<file path="src/rtl/ictr_pkg.sv">
package ictr_pkg;

  localparam int MODE_W = 3;

  typedef enum logic [MODE_W-1:0] {
    MODE_TERM     = 3'd0,
    MODE_ONESHOT  = 3'd1,
    MODE_RATE     = 3'd2,
    MODE_SQUARE   = 3'd3,
    MODE_SWSTROBE = 3'd4,
    MODE_HWSTROBE = 3'd5
  } chanMode_e;

  // Strobes from control to datapath; at most one is set per cycle.
  typedef struct packed {
    logic loadNew;
    logic reload;
    logic dec1;
    logic dec2;
  } dpStrobe_t;

  // Mode numbers 6 and 7 fold onto rate generator and square wave.
  function automatic chanMode_e foldMode(input logic [MODE_W-1:0] raw);
    case (raw)
      3'd6:    foldMode = MODE_RATE;
      3'd7:    foldMode = MODE_SQUARE;
      default: foldMode = chanMode_e'(raw);
    endcase
  endfunction

endpackage

</file>
<file path="src/rtl/ictr_datapath.sv">
module ictr_datapath
  import ictr_pkg::*;
#(
  parameter int CNT_W = 16
) (
  input  logic             clk,
  input  logic             rst,
  input  dpStrobe_t        stb,
  input  logic [CNT_W-1:0] loadValue,
  output logic [CNT_W-1:0] cnt,
  output logic             cntIsOne,
  output logic             cntIsTwo,
  output logic             initIsOne
);

  localparam logic [CNT_W-1:0] STEP_ONE = CNT_W'(1);
  localparam logic [CNT_W-1:0] STEP_TWO = CNT_W'(2);

  logic [CNT_W-1:0] initReg;
  logic [CNT_W-1:0] cntReg;

  // A stored zero naturally acts as 2^CNT_W under modulo arithmetic.
  always_ff @(posedge clk) begin
    if (rst) begin
      initReg <= '0;
      cntReg  <= '0;
    end else if (stb.loadNew) begin
      initReg <= loadValue;
      cntReg  <= loadValue;
    end else if (stb.reload) begin
      cntReg <= initReg;
    end else if (stb.dec1) begin
      cntReg <= cntReg - STEP_ONE;
    end else if (stb.dec2) begin
      cntReg <= cntReg - STEP_TWO;
    end
  end

  assign cnt       = cntReg;
  assign cntIsOne  = (cntReg == STEP_ONE);
  assign cntIsTwo  = (cntReg == STEP_TWO);
  assign initIsOne = (initReg == STEP_ONE);

endmodule

</file>
<file path="src/rtl/ictr_control.sv">
module ictr_control
  import ictr_pkg::*;
(
  input  logic              clk,
  input  logic              rst,
  input  logic              countTick,
  input  logic              gate,
  input  logic              loadStrobe,
  input  logic [MODE_W-1:0] loadMode,
  input  logic              cntIsOne,
  input  logic              cntIsTwo,
  input  logic              initIsOne,
  output dpStrobe_t         stb,
  output logic              outPin
);

  chanMode_e modeReg, modeNext, newMode;
  logic      running, runNext;
  logic      armed, armedNext;
  logic      outReg, outNext;
  logic      gatePrev;
  logic      gateRise;

  assign newMode  = foldMode(loadMode);
  assign gateRise = gate & ~gatePrev;

  always_comb begin
    stb       = '0;
    modeNext  = modeReg;
    runNext   = running;
    armedNext = armed;
    outNext   = outReg;
    if (loadStrobe) begin
      stb.loadNew = 1'b1;
      modeNext    = newMode;
      runNext     = 1'b1;
      armedNext   = (newMode == MODE_TERM) || (newMode == MODE_SWSTROBE);
      outNext     = (newMode != MODE_TERM);
    end else if (running) begin
      case (modeReg)
        MODE_TERM: begin
          if (countTick && gate) begin
            stb.dec1 = 1'b1;
            if (armed && cntIsOne) begin
              outNext   = 1'b1;
              armedNext = 1'b0;
            end
          end
        end
        MODE_SWSTROBE: begin
          if (countTick) begin
            stb.dec1 = 1'b1;
            if (armed && cntIsOne) begin
              outNext   = 1'b0;
              armedNext = 1'b0;
            end else begin
              outNext = 1'b1;
            end
          end
        end
        MODE_ONESHOT: begin
          if (gateRise) begin
            stb.reload = 1'b1;
            outNext    = 1'b0;
            armedNext  = 1'b1;
          end else if (countTick) begin
            stb.dec1 = 1'b1;
            if (armed && cntIsOne) begin
              outNext   = 1'b1;
              armedNext = 1'b0;
            end
          end
        end
        MODE_HWSTROBE: begin
          if (gateRise) begin
            stb.reload = 1'b1;
            outNext    = 1'b1;
            armedNext  = 1'b1;
          end else if (countTick) begin
            stb.dec1 = 1'b1;
            if (armed && cntIsOne) begin
              outNext   = 1'b0;
              armedNext = 1'b0;
            end else begin
              outNext = 1'b1;
            end
          end
        end
        MODE_RATE: begin
          if (gateRise) begin
            stb.reload = 1'b1;
            outNext    = 1'b1;
          end else if (!gate) begin
            outNext = 1'b1;
          end else if (countTick) begin
            if (cntIsOne) begin
              stb.reload = 1'b1;
              outNext    = !initIsOne;
            end else begin
              stb.dec1 = 1'b1;
              outNext  = !cntIsTwo;
            end
          end
        end
        MODE_SQUARE: begin
          if (gateRise) begin
            stb.reload = 1'b1;
            outNext    = 1'b1;
          end else if (!gate) begin
            outNext = 1'b1;
          end else if (countTick) begin
            if (cntIsOne || cntIsTwo) begin
              stb.reload = 1'b1;
              outNext    = !outReg;
            end else begin
              stb.dec2 = 1'b1;
            end
          end
        end
        default: ;
      endcase
    end
  end

  always_ff @(posedge clk) begin
    if (rst) begin
      modeReg  <= MODE_TERM;
      running  <= 1'b0;
      armed    <= 1'b0;
      outReg   <= 1'b1;
      gatePrev <= 1'b1;
    end else begin
      modeReg  <= modeNext;
      running  <= runNext;
      armed    <= armedNext;
      outReg   <= outNext;
      gatePrev <= gate;
    end
  end

  assign outPin = outReg;

endmodule

</file>
<file path="src/rtl/ictr_channel.sv">
module ictr_channel
  import ictr_pkg::*;
#(
  parameter int CNT_W = 16
) (
  input  logic              clk,
  input  logic              rst,
  input  logic              countTick,
  input  logic              gate,
  input  logic              loadStrobe,
  input  logic [MODE_W-1:0] loadMode,
  input  logic [CNT_W-1:0]  loadValue,
  output logic              outPin,
  output logic [CNT_W-1:0]  liveCount
);

  dpStrobe_t stb;
  logic      cntIsOne;
  logic      cntIsTwo;
  logic      initIsOne;

  ictr_control u_ctl (
    .clk        (clk),
    .rst        (rst),
    .countTick  (countTick),
    .gate       (gate),
    .loadStrobe (loadStrobe),
    .loadMode   (loadMode),
    .cntIsOne   (cntIsOne),
    .cntIsTwo   (cntIsTwo),
    .initIsOne  (initIsOne),
    .stb        (stb),
    .outPin     (outPin)
  );

  ictr_datapath #(.CNT_W(CNT_W)) u_dp (
    .clk       (clk),
    .rst       (rst),
    .stb       (stb),
    .loadValue (loadValue),
    .cnt       (liveCount),
    .cntIsOne  (cntIsOne),
    .cntIsTwo  (cntIsTwo),
    .initIsOne (initIsOne)
  );

endmodule

</file>
<file path="config.mk">
export PLATFORM = sky130hd
export DESIGN_NAME = ictr_channel
export DESIGN_NICKNAME = d
export VERILOG_FILES = /design/src/rtl/ictr_pkg.sv /design/src/rtl/ictr_datapath.sv /design/src/rtl/ictr_control.sv /design/src/rtl/ictr_channel.sv
export SDC_FILE = /design/constraint.sdc
export NUM_CORES = 1
export LEC_CHECK = 0
export ABC_CLOCK_PERIOD_IN_PS = 3450
export BUFFER_PORTS_ARGS = -buffer_cell sky130_fd_sc_hd__buf_2
export CAP_MARGIN = 20
export CELL_PAD_IN_SITES_DETAIL_PLACEMENT = 1
export CELL_PAD_IN_SITES_GLOBAL_PLACEMENT = 2
export CORE_AREA = 2 2 88 90
export DETAILED_ROUTE_END_ITERATION = 10
export DIE_AREA = 0 0 90 92
export GPL_TIMING_DRIVEN = 0
export HOLD_SLACK_MARGIN = 0.12
export MAX_ROUTING_LAYER = met4
export PLACE_DENSITY_LB_ADDON = 0.1
export SLEW_MARGIN = 15
export SYNTH_ARGS = -nofsm -noshare
export SYNTH_HDL_FRONTEND = slang
export SYNTH_SLANG_ARGS = --single-unit
</file>
<file path="constraint.sdc">
create_clock -name clk -period 3.45 [get_ports clk]
set_input_delay 0.1725 -clock clk [delete_from_list [all_inputs] [get_ports clk]]
set_output_delay 0.1725 -clock clk [all_outputs]
set_load 0.005 [all_outputs]
</file>
# ---- Word level (Yosys, flattened, before mapping)
# Index checks and enable logic that the tools add are counted.
dict set report classes {
  add_sub_neg 2
  n_eq_ne 16
  n_mux 54
  n_bitwise 2
  n_reduce_logical 17
}
# cell count
set op_table {}
lappend op_table {{$mux W16} 4}
lappend op_table {{$mux W1} 41}
lappend op_table {{$eq A16 B1 Y1 const B} 2}
lappend op_table {{$eq A16 B2 Y1 const B} 1}
lappend op_table {{$sub A16 B1 Y16 const B} 1}
lappend op_table {{$sub A16 B2 Y16 const B} 1}
lappend op_table {{$eq A3 B3 Y1 const B} 5}
lappend op_table {{$ne A5 B4 Y1 const B} 2}
lappend op_table {{$reduce_bool A4 Y1} 2}
lappend op_table {{$reduce_and A7 Y1} 1}
lappend op_table {{$reduce_bool A7 Y1} 1}
lappend op_table {{$eq A3 B2 Y1 const B} 2}
lappend op_table {{$logic_not A3 Y1} 2}
lappend op_table {{$mux W3} 2}
lappend op_table {{$pmux W1 S3} 2}
lappend op_table {{$pmux W1 S6} 1}
lappend op_table {{$pmux W3 S2} 1}
lappend op_table {{$ne A5 B3 Y1 const B} 1}
lappend op_table {{$mux W2} 2}
lappend op_table {{$ne A4 B3 Y1 const B} 1}
lappend op_table {{$pmux W1 S4} 1}
lappend op_table {{$eq A3 B1 Y1 const B} 1}
lappend op_table {{$logic_not A1 Y1} 3}
lappend op_table {{$ne A3 B2 Y1 const B} 1}
lappend op_table {{8 further kinds} 10}
dict set report totals {
  ff_bits 39
  inputBits 24
}

# ---- Longest topological paths before layout
dict set report logic_depth {
  word_depth 13
  depth_mapped 11
}

# ---- Modules after synthesis
# Synthesis repeated with hierarchy kept, for this count alone.
dict set report unflattened {
  hier_cells 313
  hier_area_um2 2538.7
}
# module n_inst cells_each area_per_inst_um2
set modules_own_cells {}
lappend modules_own_cells {ictr_datapath 1 236 1953.1}
lappend modules_own_cells {ictr_control 1 77 585.6}

# ---- Worst setup path before layout
# OpenSTA, ideal clock, no wires.
dict set report synth_path {
  kind {register -> register}
  start {reg u_dp.cntReg[1] (netlist: u_dp.cnt[1])}
  end {reg u_dp.cntReg[7] (netlist: u_dp.cnt[7])}
  arrival_ns 2.597
  path_slack_ns 0.735
  path_stages_with_launch 11
  path_buffers 1
  path_cell_list {dfxtp_1 -> inv_1 -> ha_1 -> or4b_2 -> nor4_4 -> o221ai_1 -> o21ai_2 -> buf_6 -> nor3_1 -> a221o_1 -> a32o_1}
}
dict set report synth_via {
  elab_chain_len 11
  word_cells_on_any_way 29
  cone_classes {2 x add/sub; 2 x eq/ne; 23 x mux; 2 x reduce/logical}
}
# item line_no
set synth_lines {}
lappend synth_lines {{from (decl)} ictr_datapath.sv:20} ;# logic [CNT_W-1:0] cntReg;
lappend synth_lines {{from (signal assigned)} ictr_datapath.sv:29} ;# cntReg <= loadValue;
lappend synth_lines {{from (signal assigned)} ictr_datapath.sv:31} ;# cntReg <= initReg;
lappend synth_lines {{from (signal assigned)} ictr_datapath.sv:33} ;# cntReg <= cntReg - STEP_ONE;
lappend synth_lines {{$eq A16 B1 Y1 / $eq A16 B2 Y1 (equally long branches)} {ictr_datapath.sv:40, ictr_datapath.sv:41}}
lappend synth_lines {{$mux W1 / $logic_or A1 B1 Y1 (equally long branches)} {ictr_control.sv:96, ictr_control.sv:112}}
lappend synth_lines {{$mux W2 / $mux W1 (equally long branches)} {ictr_control.sv:95, ictr_control.sv:112}}
lappend synth_lines {{$mux W2 / $mux W1 (equally long branches)} {ictr_control.sv:93, ictr_control.sv:111}}
lappend synth_lines {{$mux W1, on equally long branches} {ictr_control.sv:90, ictr_control.sv:109}}
lappend synth_lines {{$pmux W1 S4 / $mux W1 (equally long branches)} {ictr_control.sv:40, ictr_control.sv:106}}
lappend synth_lines {{$mux W3 / $pmux W1 S3 (equally long branches)} {ictr_control.sv:39, ictr_control.sv:40}}
lappend synth_lines {{$mux W3, on equally long branches} {ictr_control.sv:33, ictr_control.sv:39}}
lappend synth_lines {{$mux W16 / $mux W3 (equally long branches)} {ictr_datapath.sv:32, ictr_control.sv:33}}
lappend synth_lines {{$mux W16} ictr_datapath.sv:30} ;# end else if (stb.reload) begin
lappend synth_lines {{$mux W16} ictr_datapath.sv:27} ;# end else if (stb.loadNew) begin
# Parallel ways exist; a longest one is shown, timed or not. The select of a mux whose other input is x is not followed.
# A chain may end at the register's enable or synchronous reset.

# ---- Worst setup path in the final report
dict set report layout_path {
  start {reg u_dp.cntReg[1] (netlist: u_dp.cnt[1])}
  end {reg u_dp.cntReg[10] (netlist: u_dp.cnt[10])}
}
# Same word-level chain as after synthesis.

==> summary.txt <==
Route
  – Wire length per cell: 19.9 µm
  – Antenna-violating nets left: 0
  – Post-route DRC violation count: 0
  – Total via count after detailed routing: 2395
  – Final routed wirelength across all metal layers: 8.66 mm
  – First drt pass iteration count: 4
  – Number of vias per cell after detailed routing: 5.51
  – First-iteration detailed-routing DRC count: 91

Synth
  – Synth unique cells: 66
  – Total of warnings raised by yosys: 0
  – Number of instances in the synthesized netlist: 287
  – Seq/Total Area, Yosys: 32.8%
  – Most common flop cell mapped by yosys: dfxtp_1
  – Combined area of all synthesized cells: 0.00238 mm²
  – Synthesized net count: 316
  – Share of async-settable or async-resettable flops after synthesis: 0%
  – Average footprint of a synthesized cell: 8.31 µm²
  – Post-synthesis register bit count: 39
  – Number of enable flip-flop cells after synthesis: 0

Final layout
  – Non-filler cells, final: 435
  – Final-layout fill cell count: 922
  – Final core occ: 37.8%
  – Net count of the finished layout: 362
  – Antenna diode count: 0
  – Final cell area excluding filler cells: 0.00281 mm²
  – Fraction of final layout cells sized beyond drive strength 1: 19.5%
  – Synthesis-to-finish area growth: 18.1%

Clock tree
  – CTS buffer count: 5
  – Clk Latency, worst-skew pair: 0.29 ns
  – Bufs on Longest Clock Path: 2
  – Post-CTS Hold Buffers: 0
  – Number of clock sinks: 39
  – Post-CTS clock slew at the launch and capture registers of the worst setup and hold paths: 0.08 ns
  – Cell chosen for the clock root: clkbuf_8
  – H-tree lvl count: 2
  – Post_cts resized: 0
  – Clock tree from TritonCTS: yes

Critical path
  – Crit path cell chain: inv_1 > ha_1 > or4b_2 > nor4_4 > o32a_2 > o31ai_1 > nor3_2 > o21ba_1 > o221a_1
  – Slowest library cell on the worst path: or4b_2
  – Capturing element type of the critical path: flip-flop
  – WS Path Type: reg2reg
  – Crit Path Max Fanout: 7
  – Crit path launch type: flip-flop
  – Peak per-stage delay on the critical path: 0.66 ns
  – Depth of the most critical reg-to-reg path: 9
  – Critical path required time: 3.64 ns
  – Critical Path AT: 3.49 ns
  – Reg2Reg Capture Point: u_dp.cnt[10]$_SDFFE_PP0P_
  – RR Startpoint: u_dp.cnt[1]$_SDFFE_PP0P_
  – Reg-to-reg slack, setup: 0.15 ns

Global route
  – Number of global-route vias before repair: 2481
  – Global-route wire length before repair: 14.0 mm
  – Maximum number of pins on one net before global-route repair: 12
  – Number of antenna violations at the first check in global routing: 0
  – Residual overflow from global routing: 0
  – Total Routing Usage GR: 22.3%

Min path
  – Hold path startpoint: rst
  – End of the worst hold path: u_dp.cnt[2]$_SDFFE_PP0P_
  – Hold-critical path depth: 2
  – Worst min-delay path category: in2reg

Job
  – Number of max-cap violations: 0

Placement
  – Area of placed instances: 0.00271 mm²
  – Final weighted congestion of routability-driven global placement: 0.815
  – Post-placement cell count: 428
  – Port bufs: 39
  – Dpl hpwl: 6.53 mm

Floorplanning
  – Die Y-Extent: 92 µm
  – Floorplan Core Area: 0.00745 mm²
  – Die boundary width: 90 µm
  – Die area: 0.00828 mm²
  – # IOs: 41
  – Number of standard-cell rows in the floorplan: 32
  – Effective utilization at floorplan: 32.0%

Timing
  – Count of final setup violators: 0
  – Worst clock skew on the final layout: 0.0101 ns
  – Min Clock Period, post-route: 3.30 ns
  – Final hold violations: 0
  – Number of pins with negative max-slew slack in the final report: 0
  – Worst slew margin relative to its limit: 48.8%
  – Setup repair after global routing missed its margin: yes
  – Final cycle utilization of the critical path: 95.8%
  – Maximum clock frequency: 303 MHz
  – Transition time of the tightest slew-check pin: 0.768 ns

Power
  – Power per standard cell area: 419 mW/mm²
  – Static leakage: 1.15 nW
  – Pwr Total: 1.18 mW
  – Peak supply drop: 0.000202 V

Status
  – Run status: completed
## stage by stage
stage | hold slack, ns | setup TNS (ns) | setup WS [ns]
after detailed placement | 0.438 | 0 | 0.129
final | 0.120 | 0 | 0.145
after global placement | 0.421 | 0 | 0.0514
after CTS | 0.124 | 0 | 0.109
after global routing | 0.129 | -0.156 | -0.0716
after floorplan | 0.273 | 0 | 0.735
## worst max path at each step
| stage | from | to | slack (ns) | cells after the start |
|---|---|---|---|---|
| floorplan | u_dp.cnt[1]$_SDFFE_PP0P_ | u_dp.cnt[7]$_SDFFE_PP0P_ | 0.74 | 10 |
| global placement | u_dp.cnt[1]$_SDFFE_PP0P_ | u_dp.cnt[10]$_SDFFE_PP0P_ | 0.05 | 9 |
| detailed placement | u_dp.cnt[1]$_SDFFE_PP0P_ | u_dp.cnt[10]$_SDFFE_PP0P_ | 0.13 | 9 |
| CTS | u_dp.cnt[1]$_SDFFE_PP0P_ | u_dp.cnt[10]$_SDFFE_PP0P_ | 0.11 | 9 |
| global route | u_dp.cnt[1]$_SDFFE_PP0P_ | u_dp.cnt[10]$_SDFFE_PP0P_ | -0.07 | 9 |
| finish | u_dp.cnt[1]$_SDFFE_PP0P_ | u_dp.cnt[10]$_SDFFE_PP0P_ | 0.15 | 9 |
## critical path: cells and delay by family, from the launching register on
| kind | cells | cell delay, ns |
|---|---|---|
| fa+ha+maj | 1 | 0.24 |
| compound gates | 4 | 0.90 |
| simple gates | 3 | 1.51 |
| flops | 1 | 0.37 |
| buf+inv | 1 | 0.19 |
## timing repair
action | in CTS | in global routing
hold endpoints to repair | 0 | 0
setup endpoints to repair | 0 | 3
setup buffers | 0 | 0
## where the power goes
| part | internal, mW | leakage (nW) | switching [mW] |
|---|---|---|---|
| clock network | 0.212 | 0.0513 | 0.167 |
| registers | 0.481 | 0.322 | 0.0371 |
| logic | 0.115 | 0.781 | 0.168 |
| total | 0.808 | 1.15 | 0.371 |
## cell usage in the layout, fill, tap and decap left out, types with 8 or more instances in the layout
cell and instances:
a21oi_1 19, buf_2 42, clkbuf_1 11, dfxtp_1 39, inv_1 8, mux2i_1 14, nand2_1 25, nor2_1 32
nor2b_1 8, nor3_1 8, nor4_1 8, o21ai_0 9
## logic make-up (layout without fill, tap and decap cells)
group                    Yosys count  after routing  synth area share, %
AO/OA/AOI/OAI                     87             87                 27.3
XOR/XNOR                           4              4                 1.47
adder cells (fa/ha/maj)            5              5                 2.62
buffers and inverters             28             74                 5.67
flip-flops                        39             39                 32.8
multiplexers                      15             15                 6.35
AND/OR/NAND/NOR                  109            109                 23.8
## layer usage
| metal | GRT usage, % | routed length [µm] | vias to the layer above |
|---|---|---|---|
| met5 | - | 0 | - |
| li1 | - | - | 1175 |
| met4 | 6.67 | 212 | 0 |
| met1 | 28.2 | 4060 | 1166 |
| met3 | 3.29 | 269 | 13 |
| met2 | 37.2 | 4130 | 41 |
## state kept, by name, indices dropped and copies added, names as in the netlist
| signal | count |
|---|---|
| u_ctl.outPin | 1 |
| u_ctl.running | 1 |
| u_ctl.armed | 1 |
| u_dp.cnt | 16 |
| u_ctl.modeReg | 3 |
| u_dp.initReg | 16 |
| u_ctl.gatePrev | 1 |
## synth_stat cells, drive strengths merged, types with 3 or more instances
cell type | instances | area (µm²)
a221oi | 5 | 43.8
o211ai | 3 | 22.5
nand2 | 25 | 93.8
nor4 | 10 | 83.8
nor2b | 8 | 50.1
buf | 10 | 67.6
a21o | 4 | 30.0
a21oi | 19 | 95.1
dfxtp | 39 | 781
and2 | 3 | 18.8
xor2 | 3 | 26.3
a211oi | 5 | 37.5
o21ai | 12 | 63.8
o41ai | 4 | 42.6
or4 | 3 | 26.3
clkbuf | 10 | 37.5
o311ai | 4 | 35.0
nor2 | 32 | 120
or3 | 4 | 25.0
o22ai | 3 | 18.8
nor3 | 10 | 55.1
mux2i | 14 | 140
o31ai | 4 | 40.0
inv | 8 | 30.0
ha | 5 | 62.6
nand3 | 3 | 15.0
## area by class of cell
cell class              count  area (µm²)  share of cell area (%)
plain buffers              20         105                    3.73
repair buffers             39         195                    6.94
multi-input cells         220        1470                    52.3
clock buffers               6        72.6                    2.58
flip-flops and latches     39         781                    27.7
well taps                 102         128                    4.54
inverters                   8        30.0                    1.07
clock inverters             1        30.0                    1.07
Power figures use the tool's default switching activity.
